## config.mk

```make
export PLATFORM = sky130hd
export DESIGN_NAME = btb_next_pc
export DESIGN_NICKNAME = d
export VERILOG_FILES = /design/src/rtl/btb_next_pc.sv
export SDC_FILE = /design/constraint.sdc
export NUM_CORES = 1
export LEC_CHECK = 0
export CORE_MARGIN = 10
export CORE_UTILIZATION = 59
export CTS_BUF_LIST = sky130_fd_sc_hd__clkbuf_2
export DETAILED_ROUTE_END_ITERATION = 16
export GPL_TIMING_DRIVEN = 1
export MAX_ROUTING_LAYER = met4
export PLACE_DENSITY_LB_ADDON = 0.25
export SLEW_MARGIN = 20
export SYNTH_ARGS = -nofsm -noshare
export SYNTH_HDL_FRONTEND = slang
export SYNTH_SLANG_ARGS = --single-unit
export TNS_END_PERCENT = 50
```

## constraint.sdc

```tcl
create_clock -name clk -period 4.85 [get_ports clk]
set_input_delay 0.7275 -clock clk [delete_from_list [all_inputs] [get_ports clk]]
set_output_delay 0.7275 -clock clk [all_outputs]
set_load 0.005 [all_outputs]
```

## src/rtl/btb_next_pc.sv

```systemverilog
module btb_next_pc #(
  parameter int ADDR_W = 32,
  parameter int IDX_W  = 4
) (
  input  logic              clk,
  input  logic              rst_n,
  input  logic [ADDR_W-1:0] lookup_pc,
  input  logic              pred_taken,
  output logic              hit,
  output logic [ADDR_W-1:0] hit_target,
  output logic [ADDR_W-1:0] next_pc,
  input  logic              upd_en,
  input  logic [ADDR_W-1:0] upd_pc,
  input  logic [ADDR_W-1:0] upd_target,
  input  logic              inval
);
  localparam int ROWS  = 1 << IDX_W;
  localparam int TAG_W = ADDR_W - IDX_W;

  logic [ROWS-1:0]   row_valid;
  logic [TAG_W-1:0]  row_tag [ROWS];
  logic [ADDR_W-1:0] row_tgt [ROWS];

  logic [IDX_W-1:0] rd_idx, wr_idx;
  logic [TAG_W-1:0] rd_tag, wr_tag;
  logic [ADDR_W-1:0] seq_pc;

  assign rd_idx = lookup_pc[IDX_W+1:2];
  assign rd_tag = {lookup_pc[ADDR_W-1:IDX_W+2], lookup_pc[1:0]};
  assign wr_idx = upd_pc[IDX_W+1:2];
  assign wr_tag = {upd_pc[ADDR_W-1:IDX_W+2], upd_pc[1:0]};
  assign seq_pc = lookup_pc + ADDR_W'(4);

  assign hit        = row_valid[rd_idx] && (row_tag[rd_idx] == rd_tag);
  assign hit_target = hit ? row_tgt[rd_idx] : '0;
  assign next_pc    = (hit && pred_taken) ? hit_target : seq_pc;

  always_ff @(posedge clk) begin
    if (!rst_n || inval)
      row_valid <= '0;
    else if (upd_en)
      row_valid[wr_idx] <= 1'b1;
  end

  always_ff @(posedge clk) begin
    if (upd_en && !inval) begin
      row_tag[wr_idx] <= wr_tag;
      row_tgt[wr_idx] <= upd_target;
    end
  end

  // Miss falls through to the sequential address
  assert_miss_seq_R2: assert property (@(posedge clk) disable iff (!rst_n)
    !hit |-> (next_pc == lookup_pc + ADDR_W'(4) && hit_target == '0));

  assert_taken_redirect_R4: assert property (@(posedge clk) disable iff (!rst_n)
    (hit && pred_taken) |-> next_pc == hit_target);

  assert_not_taken_seq_R5: assert property (@(posedge clk) disable iff (!rst_n)
    (hit && !pred_taken) |-> next_pc == lookup_pc + ADDR_W'(4));

  assert_install_hits_R6: assert property (@(posedge clk) disable iff (!rst_n)
    (upd_en && !inval) |=> (lookup_pc != $past(upd_pc) ||
                            (hit && hit_target == $past(upd_target))));

  assert_inval_clears_R9: assert property (@(posedge clk) disable iff (!rst_n)
    inval |=> !hit);

  assert_reset_empty_R1: assert property (@(posedge clk)
    !rst_n |=> !hit);
endmodule

```

==> impl_metrics.py <==
metrics = {
    "placed_design": {
        "gp_congestion": 1.054,
        "io_buffers": 165,
        "pre_cts_ws_ps": -646.9,
        "place_inst": 3249,
        "hpwl_um": 65350,
    },
    "clock_network": {
        "cts_buffers": 224,
        "cts_sinks": 976,
        "clock_latency_ps": 1410,
        "htreeDepth": 4,
        "cts_tree": "yes",
        "clockBufferDepth": 3,
        "clk_pin_slew_worst_paths_ps": 120,
        "cts_root_buf": "clkbuf_2",
    },
    "setup_path": {
        "crit_fanout": 8,
        "slowest_delay_ps": 620,
        "startpoint_type": "flop",
        "crit_slowest_cell": "or4_4",
        "cp_cell_sequence": "mux4_2, nand3_4, nand2_4, a2111oi_4, nand4_1, or3_1, or4_4, buf_6, buf_6, buf_16, nor3_2, buf_2",
        "path_common_cell": "buf_6",
        "cp.required_ps": 4120,
        "worst_setup_path_end_kind": "output port",
        "rrSetupSlack_ps": 4150,
        "cp.arrival_ps": 4580,
        "worstSetupPathType": "reg -> out",
    },
    "pwr": {
        "powerDensity_nw_per_um2": 341.4,
        "max-vdd-ir-drop_v": 0.0002556,
        "finalPower_mw": 15.83,
        "p_leak_nw": 16.34,
    },
    "routing": {
        "first_pass_iters": 6,
        "ant_nets": 0,
        "drt-total-wl_um": 111500,
        "detail_route.iter0.violations": 2790,
        "vias": 23350,
        "wl_per_cell_um": 30.17,
        "avgViaCountPerCell": 6.319,
        "drc": 0,
    },
    "synth": {
        "synth_warnings": 0,
        "synth_top_area_share_pct": 72.82,
        "ys_seq_area_share_pct": 73.63,
        "yosysUniqueCellTypes": 74,
        "avgSynthCellArea_um2": 18.73,
        "synth_edf_count": 960,
        "netlist_instances": 2114,
        "ys.flop_type": "edfxtp_1",
        "synth_area_leader_cell": "edfxtp_1",
        "ys_async_sr_fraction_pct": 0,
        "synth_common_cells": "edfxtp_1, nand2_1, mux4_2",
        "netlist_area_um2": 39590,
        "syn_nets": 2216,
        "synth.most_common_cell": "edfxtp_1",
        "synth-seq-cells": 976,
        "synth_area_leaders": "edfxtp_1, mux4_2, mux2i_1",
    },
    "min_path": {
        "worst_hold_path_type": "in -> reg",
    },
    "global_routing": {
        "grt_overflow_total": 0,
        "grt_antenna_before_repair": 7,
        "grt_pass1_vias": 23790,
        "grt_first_pass_wirelength_um": 159000,
        "grt_max_degree": 68,
        "grt_use_total_pct": 29.27,
    },
    "sta": {
        "rsz0062_at_grt": "yes",
        "relSlewSlack_pct": 26.75,
        "finalSetupViolations": 65,
        "tightest_slew_ps": 1089,
        "final.period_utilization_pct": 109.4,
        "setup_slack_ps": -456.7,
        "slew_viol_final": 0,
        "hold_ws_ps": 214.6,
        "hold_viol_final": 0,
        "period_minus_slack_ps": 5307,
        "skew_ps": 0,
        "max_freq_ghz": 0.1884,
    },
    "floorplan": {
        "rows": 94,
        "die_w_um": 279.0,
        "start_util_pct": 59.89,
        "coreArea_um2": 66100,
        "ios": 166,
        "die-area_um2": 77860,
        "die_h_um": 279.0,
    },
    "status": {
        "status": "complete, but fails checks",
        "violations": "setup timing",
    },
    "layout": {
        "drive_gt1_share_pct": 33.83,
        "fin_nets": 2744,
        "fill_cells": 4369,
        "area_growth_syn_to_layout_pct": 17.14,
        "fin_util_pct": 70.15,
        "finalNonFillerCells": 3695,
    },
    "job": {
        "drv_cap": 0,
    },
}
## through the flow
stage	area (µm²)	setup TNS, ps
after floorplan	39590	0
after global placement	43800	-33300
after detailed placement	43800	-36480
after CTS	46110	-33770
after global routing	46370	-37040
final	46370	-22340
## what timing repair did
action / in CTS / in global routing
setup buffers: 18 / 6
endpoints found under the hold margin: 8 / 0
hold buffers: 2 / 0
gates cloned: 5 / 3
resized for setup: 316 / 33
pin swaps: 43 / 19
setup endpoints to repair: 65 / 65
## logic make-up (layout without fill, tap and decap cells)
kind of cell    count (synthesis)  in the layout  share of synthesized area (%)
compound gates                174            174                          3.053
simple gates                  428            428                          5.272
flops                         976            976                          73.63
other cells                     0              8                              0
buf+inv                       139            848                          1.947
xor+xnor                       47             47                          1.040
fa+ha+maj                       1              1                        0.03160
mux                           349            349                          15.02
## sequential cells by signal (all words and copies together) (netlist names)
register   count
row_tgt      512
row_valid     16
row_tag      448
## critical path: cells and delay by family, from the launching register on
family | cells | cell delay [ps]
muxes | 1 | 530
and+or+nand+nor | 6 | 1390
DFF | 1 | 380
buffers and inverters | 4 | 580
AOI/OAI and AO/OA | 1 | 320
## path summary, 6_finish.rpt
path / to / start / depth (start not counted)
max: hit_target[25] / row_tag[3][4] / 12
max reg2reg: row_valid[13] / row_valid[13] / 2
min: row_tgt[8][3] / upd_target[3] / 1
min reg2reg: row_valid[1] / row_valid[1] / 2
## cell type report
| type | count | area (µm²) | area share (%) |
|---|---|---|---|
| Sequential cell | 976 | 29150 | 62.86 |
| Timing Repair Buffer | 422 | 3834 | 8.267 |
| Clock inverter | 81 | 419.2 | 0.9039 |
| Antenna cell | 8 | 20.02 | 0.04317 |
| Multi-Input combinational cell | 999 | 10160 | 21.92 |
| Tap cell | 864 | 1081 | 2.331 |
| Inverter | 19 | 72.57 | 0.1565 |
| Clock buffer | 326 | 1632 | 3.519 |
## cell usage in the layout (no fill, tap or decap), types with 17 or more instances in the layout
cell type,Yosys,routed
a21oi_1,23,23
a22oi_1,33,32
buf_12,2,31
buf_2,26,65
buf_4,14,209
clkbuf_2,0,326
clkdlybuf4s50_1,0,96
clkinv_1,1,61
edfxtp_1,960,960
inv_1,18,17
mux2i_1,152,140
mux4_2,188,192
nand2_1,203,201
nand3_1,51,50
nor2_1,61,43
nor3_2,29,21
o21ai_0,44,41
xnor2_1,30,29
## routing by layer
| layer | share of wire (%) | routed length, µm | track usage, % | vias up |
|---|---|---|---|---|
| met1 | 39 | 43070 | 37.77 | 12060 |
| met3 | 9.4 | 10500 | 6.848 | 171 |
| met2 | 50 | 55220 | 45.98 | 1359 |
| met5 | 0 | 0 | - | - |
| li1 | - | - | - | 9758 |
| met4 | 2.4 | 2683 | 9.476 | 0 |
## power by group
part	switching [mW]	leakage (nW)	internal, mW
logic	0.766	6.01	0.556
registers	0.0251	8.78	9.35
clock network	3.19	1.56	1.95
Power figures use the tool's default switching activity.
